$ cat config.mk
export PLATFORM = sky130hd
export DESIGN_NAME = aud_mclk_div
export DESIGN_NICKNAME = d
export VERILOG_FILES = /design/src/rtl/aud_mclk_pkg.sv /design/src/rtl/aud_mode_latch.sv /design/src/rtl/aud_frame_cnt.sv /design/src/rtl/aud_clk_shaper.sv /design/src/rtl/aud_mclk_div.sv
export SDC_FILE = /design/constraint.sdc
export NUM_CORES = 1
export LEC_CHECK = 0
export BUFFER_PORTS_ARGS = -buffer_cell sky130_fd_sc_hd__clkbuf_2
export CORE_MARGIN = 2
export CORE_UTILIZATION = 40
export CTS_BUF_LIST = sky130_fd_sc_hd__clkbuf_4 sky130_fd_sc_hd__clkbuf_8 sky130_fd_sc_hd__clkbuf_16
export CTS_CLUSTER_DIAMETER = 80
export CTS_CLUSTER_SIZE = 25
export DETAILED_ROUTE_END_ITERATION = 16
export GPL_ROUTABILITY_DRIVEN = 0
export GPL_TIMING_DRIVEN = 0
export MAX_ROUTING_LAYER = met4
export PLACE_DENSITY = 0.56
export SLEW_MARGIN = 20
export SYNTH_ARGS = -nofsm -noshare
export SYNTH_HDL_FRONTEND = slang
export SYNTH_SLANG_ARGS = --single-unit
$ cat constraint.sdc
create_clock -name mclk -period 9.1 [get_ports mclk]
set_input_delay 2.73 -clock mclk [delete_from_list [all_inputs] [get_ports mclk]]
set_output_delay 2.73 -clock mclk [all_outputs]
set_load 0.02 [all_outputs]
$ cat src/rtl/aud_mclk_pkg.sv
package aud_mclk_pkg;

  typedef enum logic [1:0] {
    SPD_SINGLE = 2'b00,
    SPD_DOUBLE = 2'b01,
    SPD_QUAD   = 2'b10,
    SPD_SLAVE  = 2'b11
  } spd_e;

  typedef struct packed {
    logic       master;
    logic [1:0] shift;
    logic       fast;
  } cfg_t;

  // Master cycles per frame for a given rate shift and prescaler setting.
  function automatic logic [31:0] frame_cycles(input logic [31:0] base,
                                               input logic [1:0]  shift,
                                               input logic        fast);
    logic [31:0] f;
    f = base >> shift;
    if (fast) f = f << 1;
    return f;
  endfunction

  // Master cycles per bit.
  function automatic logic [31:0] bit_cycles(input logic [31:0] base,
                                             input logic [31:0] bits,
                                             input logic [1:0]  shift,
                                             input logic        fast);
    return frame_cycles(base, shift, fast) / bits;
  endfunction

  // Decode of the selector pins into an active configuration.
  function automatic cfg_t decode_cfg(input logic [1:0] sel, input logic fast);
    cfg_t c;
    c.master = (sel != SPD_SLAVE);
    c.shift  = c.master ? sel : 2'b00;
    c.fast   = c.master & fast;
    return c;
  endfunction

endpackage

$ cat src/rtl/aud_mode_latch.sv
module aud_mode_latch
  import aud_mclk_pkg::*;
(
  input  logic       clk,
  input  logic       rst_n,
  input  logic [1:0] mode_sel,
  input  logic       fast_ratio,
  input  logic       wrap,
  output cfg_t       cfg,
  output cfg_t       cfg_nxt
);

  always_comb begin
    cfg_nxt = wrap ? decode_cfg(mode_sel, fast_ratio) : cfg;
  end

  always_ff @(posedge clk or negedge rst_n) begin
    if (!rst_n) cfg <= '0;
    else        cfg <= cfg_nxt;
  end

endmodule

$ cat src/rtl/aud_frame_cnt.sv
module aud_frame_cnt
  import aud_mclk_pkg::*;
#(
  parameter int BASE_FRAME = 256,
  parameter int CNT_W      = $clog2(2 * BASE_FRAME)
) (
  input  logic             clk,
  input  logic             rst_n,
  input  cfg_t             cfg,
  output logic             wrap,
  output logic [CNT_W-1:0] cnt,
  output logic [CNT_W-1:0] cnt_nxt
);

  logic [31:0] flen;

  always_comb begin
    flen    = frame_cycles(32'(BASE_FRAME), cfg.shift, cfg.fast);
    wrap    = !cfg.master || (32'(cnt) == flen - 32'd1);
    cnt_nxt = wrap ? '0 : cnt + 1'b1;
  end

  always_ff @(posedge clk or negedge rst_n) begin
    if (!rst_n) cnt <= '0;
    else        cnt <= cnt_nxt;
  end

endmodule

$ cat src/rtl/aud_clk_shaper.sv
module aud_clk_shaper
  import aud_mclk_pkg::*;
#(
  parameter int BASE_FRAME = 256,
  parameter int FRAME_BITS = 64,
  parameter int CNT_W      = $clog2(2 * BASE_FRAME)
) (
  input  logic             clk,
  input  logic             rst_n,
  input  cfg_t             cfg_nxt,
  input  logic [CNT_W-1:0] cnt_nxt,
  output logic             lrck_q,
  output logic             sclk_q,
  output logic             oe_q,
  output logic             bypass_q,
  output logic             bit_q,
  output logic             frame_q
);

  logic [31:0] flen, blen, pos, phase;
  logic        lrck_d, sclk_d, bypass_d, bit_d, frame_d;

  always_comb begin
    flen     = frame_cycles(32'(BASE_FRAME), cfg_nxt.shift, cfg_nxt.fast);
    blen     = bit_cycles(32'(BASE_FRAME), 32'(FRAME_BITS), cfg_nxt.shift, cfg_nxt.fast);
    pos      = 32'(cnt_nxt);
    phase    = pos & (blen - 32'd1);
    lrck_d   = cfg_nxt.master && (pos >= (flen >> 1));
    sclk_d   = cfg_nxt.master && (blen > 32'd1) && (phase >= (blen >> 1));
    bypass_d = cfg_nxt.master && (blen == 32'd1);
    bit_d    = cfg_nxt.master && (phase == 32'd0);
    frame_d  = cfg_nxt.master && (pos == 32'd0);
  end

  always_ff @(posedge clk or negedge rst_n) begin
    if (!rst_n) begin
      lrck_q   <= 1'b0;
      sclk_q   <= 1'b0;
      oe_q     <= 1'b0;
      bypass_q <= 1'b0;
      bit_q    <= 1'b0;
      frame_q  <= 1'b0;
    end else begin
      lrck_q   <= lrck_d;
      sclk_q   <= sclk_d;
      oe_q     <= cfg_nxt.master;
      bypass_q <= bypass_d;
      bit_q    <= bit_d;
      frame_q  <= frame_d;
    end
  end

endmodule

$ cat src/rtl/aud_mclk_div.sv
module aud_mclk_div
  import aud_mclk_pkg::*;
#(
  parameter int BASE_FRAME = 256,
  parameter int FRAME_BITS = 64
) (
  input  logic       mclk,
  input  logic       rst_n,
  input  logic [1:0] mode_sel,
  input  logic       fast_ratio,
  output logic       lrck_o,
  output logic       lrck_oe,
  output logic       sclk_o,
  output logic       sclk_oe,
  output logic       sclk_bypass,
  output logic       bit_strobe,
  output logic       frame_start
);

  localparam int CNT_W = $clog2(2 * BASE_FRAME);

  cfg_t             cfg, cfg_nxt;
  logic             wrap;
  logic [CNT_W-1:0] cnt, cnt_nxt;
  logic             oe_q;
  logic [3:0]       cfg_word;

  assign cfg_word = cfg;

  aud_mode_latch u_latch (
    .clk        (mclk),
    .rst_n      (rst_n),
    .mode_sel   (mode_sel),
    .fast_ratio (fast_ratio),
    .wrap       (wrap),
    .cfg        (cfg),
    .cfg_nxt    (cfg_nxt)
  );

  aud_frame_cnt #(.BASE_FRAME(BASE_FRAME), .CNT_W(CNT_W)) u_cnt (
    .clk     (mclk),
    .rst_n   (rst_n),
    .cfg     (cfg),
    .wrap    (wrap),
    .cnt     (cnt),
    .cnt_nxt (cnt_nxt)
  );

  aud_clk_shaper #(.BASE_FRAME(BASE_FRAME), .FRAME_BITS(FRAME_BITS), .CNT_W(CNT_W)) u_shape (
    .clk      (mclk),
    .rst_n    (rst_n),
    .cfg_nxt  (cfg_nxt),
    .cnt_nxt  (cnt_nxt),
    .lrck_q   (lrck_o),
    .sclk_q   (sclk_o),
    .oe_q     (oe_q),
    .bypass_q (sclk_bypass),
    .bit_q    (bit_strobe),
    .frame_q  (frame_start)
  );

  assign lrck_oe = oe_q;
  assign sclk_oe = oe_q;

endmodule

After elaboration in Yosys (flattened, before gate mapping)
Cells that the tools add are included.
- add/sub/neg operators: 3
- $mul: 0
- div/mod/pow operators: 0
- $lt $le $gt $ge: 3
- equality and inequality tests: 3
- shift-type cells: 2
- multiplexer cells: 5
- bitwise gates (word level): 2
- reduce and logical (&&, ||, !) cells: 10
- operator list (cell ; count):
    $mux 32 ; 2
    $shr 9x2->32 const A ; 2
    $and 9x32->32 ; 1
    $eq 9x32->1 ; 1
    $ge 32x25->1 ; 1
    $logic_not 32->1 ; 1
    $sub 32x1->32 const B ; 1
    $ge 9x31->1 ; 1
    $sub 26x1->27 const B ; 1
    $eq 26x1->1 const B ; 1
    $gt 26x1->1 const B ; 1
    $add 9x1->9 const B ; 1
    $logic_not 9->1 ; 1
    $mux 9 ; 1
    $logic_and 1x1->1 ; 6
    $mux 4 ; 1
    $mux 2 ; 1
    $ne 2x2->1 const B ; 1
    $and 1x1->1 ; 1
    $logic_not 1->1 ; 1
    $logic_or 1x1->1 ; 1
- register bits: 18
- latch bits: 0
- memory bits (writable): 0
- ROM bits: 0
- bits of input ports: 5
- logic and storage cells: 37
- memories kept: 0

Logic depth before layout (Yosys ltp)
- depth in word-level cells: 12
- gate-level depth with buffers: 21
- mapped depth without buffers: 20

By module
Synthesis repeated with hierarchy kept, for this count alone.
- cells, all modules: 132
- area, all modules: 1275.0 µm²
- modules (own cells, without submodules) (module ; instances ; cells each ; area each (µm²)):
    aud_frame_cnt ; 1 ; 66 ; 639.4
    aud_clk_shaper ; 1 ; 51 ; 462.9
    aud_mode_latch ; 1 ; 14 ; 165.2
    aud_mclk_div ; 1 ; 1 ; 7.5

Least setup slack after synthesis
No wires, ideal clock.
- kind: input to register
- from: input port mode_sel[0]
- to: register u_shape.sclk_q
- library setup time: 94 ps
- arrival time: 4510 ps
- required time: 9006 ps
- setup slack: 4496 ps
- cell stages on the path: 12
- path buffers: 0
- path through: nor2b_1 and2_1 a21oi_1 mux2_2 ha_1 nand2_1 nor2_1 ha_1 a21o_1 a21oi_1 a31o_1 a221oi_2
- word-level cells in the longest chain between the ends: 9
- elaborated cells on any way between the ends: 12
- ends and longest elaborated chain (what ; RTL line ; text):
    from (decl) ; aud_mclk_div.sv:9 ; input logic [1:0] mode_sel,
    $ne 2x2->1 ; aud_mclk_pkg.sv:37 ; c.master = (sel != SPD_SLAVE);
    $mux 2 ; aud_mclk_pkg.sv:38 ; c.shift = c.master ? sel : 2'b00;
    $mux 4 * ; aud_mode_latch.sv:14 ; cfg_nxt = wrap ? decode_cfg(mode_sel, fast_ratio) : cfg;
    $shr 9x2->32 ; aud_mclk_pkg.sv:21 ; f = base >> shift;
    $mux 32 ; aud_mclk_pkg.sv:22 ; if (fast) f = f << 1;
    $sub 26x1->27 ; aud_clk_shaper.sv:27 ; phase = pos & (blen - 32'd1);
    $and 9x32->32 ; aud_clk_shaper.sv:27 ;
    $ge 32x25->1 ; aud_clk_shaper.sv:29 ; sclk_d = cfg_nxt.master && (blen > 32'd1) && (phase >= (blen >> 1));
    $logic_and 1x1->1 * ; aud_clk_shaper.sv:29 ;
    via u_shape.sclk_d ; aud_clk_shaper.sv:21 ; logic lrck_d, sclk_d, bypass_d, bit_d, frame_d;
    to (signal assigned) ; aud_clk_shaper.sv:45 ; sclk_q <= sclk_d;
    to (decl) ; aud_clk_shaper.sv:13 ; output logic sclk_q,
The timed path passes the listed nets; every way through them passes the cells marked *.

Final worst setup path
Same ends and word-level chain as after synthesis.

==> flow_summary.yaml <==
drt:
  vias_per_cell: 5.30
  num_vias: 1151
  drtIter0Drc: 44
  wirelength_um: 3100
  post_drt_wl_per_cell_um: 14.3
  postRouteAntennaNets: 0
  first_pass_iters: 4
  drc: 0
synthesis:
  synth_area_leaders: "dfrtp_1 31%, ha_1 11%, xnor2_1 4.3%, nor2_1 3.9%, mux2_2 3.1%"
  ys_warn_count: 0
  synth.distinct_cells: 47
  syn_nets: 175
  synth_edf_count: 0
  ys_ff_latch: 18
  synth.largest_area_cell: "dfrtp_1"
  synth.avg_cell_area_um2: 9.18
  synth-async-reset-ratio_pct: 100
  synthCells: 157
  synth_area_mm2: 0.00144
  synth_seq_area_share_pct: 31.3
  synth_top_area_share_pct: 31.3
  synth_ff_type: "dfrtp_1"
global_routing:
  grt_start_max_net_pins: 19
  antenna_found_initial: 0
  grt_pass1_wl_um: 5640
  grt_pass1_vias: 1168
  grt_use_total_pct: 17.9
  grt_overflow: 0
clocking:
  clockRootBuffer: "clkbuf_4"
  clkSinkCount: 18
  cts_tree: "done"
  h-tree-depth: 1
  numCtsBuffers: 3
  cts.path.max_buffers: 2
  worst_skew_pair.late_latency_ps: 290
  clkTransAtPathRegs_ps: 100
  ctsHoldBuffers: 0
  cts_resized: 0
  cts_setup_buffers: 0
sta:
  fin_crit_ps: 4680
  max_slew_margin_pct: 63.2
  hold_viol_final: 0
  setup_viol: 0
  max_freq_mhz: 213
  grt_setup_unrepaired: "false"
  setup-tns-final_ps: 0
  tightest_slew_ps: 543
  finClkSkew_ps: 4.72
  period_share_pct: 51.5
  drv_slew: 0
die:
  core_area_mm2: 0.00339
  die-width_um: 64.0
  start_util_pct: 42.5
  die_h_um: 64.0
  die_area_mm2: 0.00410
  num_rows: 21
  ios: 12
power_and_ir_drop:
  ir_worst_vdd_v: 0.0000478
  totalPowerFinal_mw: 0.126
  p_int_mw: 0.0968
  p_per_area_mw_per_mm2: 80.0
  p_sw_mw: 0.0294
  p_seq_share_pct: 63.4
  pwr-share-clk_pct: 32.4
  swShare_pct: 23.3
  combPwrFrac_pct: 4.2
  p_leak_nw: 0.721
setup_path:
  cp.required_ps: 9300
  startpoint_type: "input port"
  endpoint_kind: "flip-flop"
  worst-setup-path-type: "in2reg"
  crit_arrival_ps: 4890
  reg2reg_depth: 19
  critPathMaxFanout: 8
final_layout:
  areaGrowthSynthToFinish_pct: 9.37
  layout-drive-gt1-share_pct: 19.9
  seq_area_um2: 450
  final_cell_mix: "18 x dfrtp_1, 15 x nor2_1, 13 x ha_1"
  fin_nets: 191
  multi_input_area_um2: 901
  insertedDiodeCount: 0
  nFillCells: 330
  final_common_cell: "dfrtp_1"
placed_design:
  hpwl_um: 2430
  io_buffers: 11
run_status:
  status: "finished clean"
worst_hold_path:
  hold_path_class: "reg2reg"
  whs_path_depth: 1
run:
  max-cap-violations: 0
==> area by class of cell <==
class / count / area share, %
Multi-Input combinational cell: 123 / 57.1
Sequential cell: 18 / 28.6
Inverter: 8 / 1.90
Buffer: 8 / 3.81
Clock buffer: 3 / 1.43
Timing Repair Buffer: 11 / 3.49
Tap cell: 46 / 3.65
==> worst max-delay path: stages <==
cell and delay (ps):
clkbuf_2 150, nor2b_1 170, and2_1 160, a21oi_1 60, mux2_2 310, ha_1 280, nand2_1 90, nor2_1 40
ha_1 270, a21o_1 120, a21oi_1 70, a31o_1 190, a221oi_2 260
==> routing by layer <==
layer | vias up | routed length (µm) | GRT usage, %
met5 | - | 0 | -
met4 | 0 | 34 | 5.16
met3 | 4 | 72 | 1.58
met2 | 15 | 1410 | 27.0
li1 | 590 | - | -
met1 | 542 | 1590 | 25.6
==> final timing paths <==
check                                from              to  slack [ps]
max in group asynchronous           rst_n  u_latch.cfg[2]        6400
max reg2reg                u_latch.cfg[2]  u_shape.sclk_q        4870
min in group asynchronous           rst_n    u_cnt.cnt[4]        2370
min                          u_cnt.cnt[0]    u_cnt.cnt[0]         560
max                           mode_sel[0]  u_shape.sclk_q        4420
min reg2reg                  u_cnt.cnt[0]    u_cnt.cnt[0]         560
==> per-stage QoR <==
step	hold slack [ps]	std cells	setup slack (ps)	utilization (%)	area [µm²]
after global routing	589	217	4310	46.5	1580
after global placement	536	214	4150	45.8	1550
after floorplan	494	157	4500	-	1440
after detailed placement	540	214	4130	45.8	1550
after CTS	556	217	4440	46.5	1580
final	560	217	4420	46.5	1580
==> cells by family (layout without fill, tap and decap cells) <==
group,after synthesis,after routing,share of synthesized area (%)
compound gates,32,32,16.1
xor+xnor,10,10,6.08
fa+ha+maj,13,13,11.3
buf+inv,16,30,6.25
flops,18,18,31.2
mux,6,6,5.38
simple gates,62,62,23.6
==> power groups by stage <==
stage | Clock (mW) | Combinational (mW) | Sequential [mW]
finish | 0.0409 | 0.00525 | 0.0799
floorplan | 0 | 0.00167 | 0.0815
CTS | 0.0437 | 0.00534 | 0.0800
detailed placement | 0 | 0.00535 | 0.0815
global placement | 0 | 0.00531 | 0.0815
global route | 0.0475 | 0.00598 | 0.0800
==> synthesized netlist by cell type (2+ instances only) <==
library cell,n
a21oi_1,5
a221oi_2,2
a31oi_1,2
and2_1,5
buf_2,3
buf_6,3
dfrtp_1,18
ha_1,13
inv_1,8
mux2_2,4
nand2_1,8
nand2b_1,7
nand3_1,7
nor2_1,15
nor2b_1,3
nor3_1,3
nor3_2,2
nor4_1,2
o211ai_1,2
o21a_1,4
o21ai_0,5
o21ai_1,2
o31ai_1,2
xnor2_1,7
xor2_1,3
==> state kept, by name (all words and copies together) (netlist names) <==
signal / count
u_shape.frame_q: 1
u_shape.sclk_q: 1
u_shape.lrck_q: 1
u_shape.bypass_q: 1
u_latch.cfg: 3
u_cnt.cnt: 9
u_shape.bit_q: 1
u_shape.oe_q: 1
Note: power is estimated with default switching activity, not from simulation.
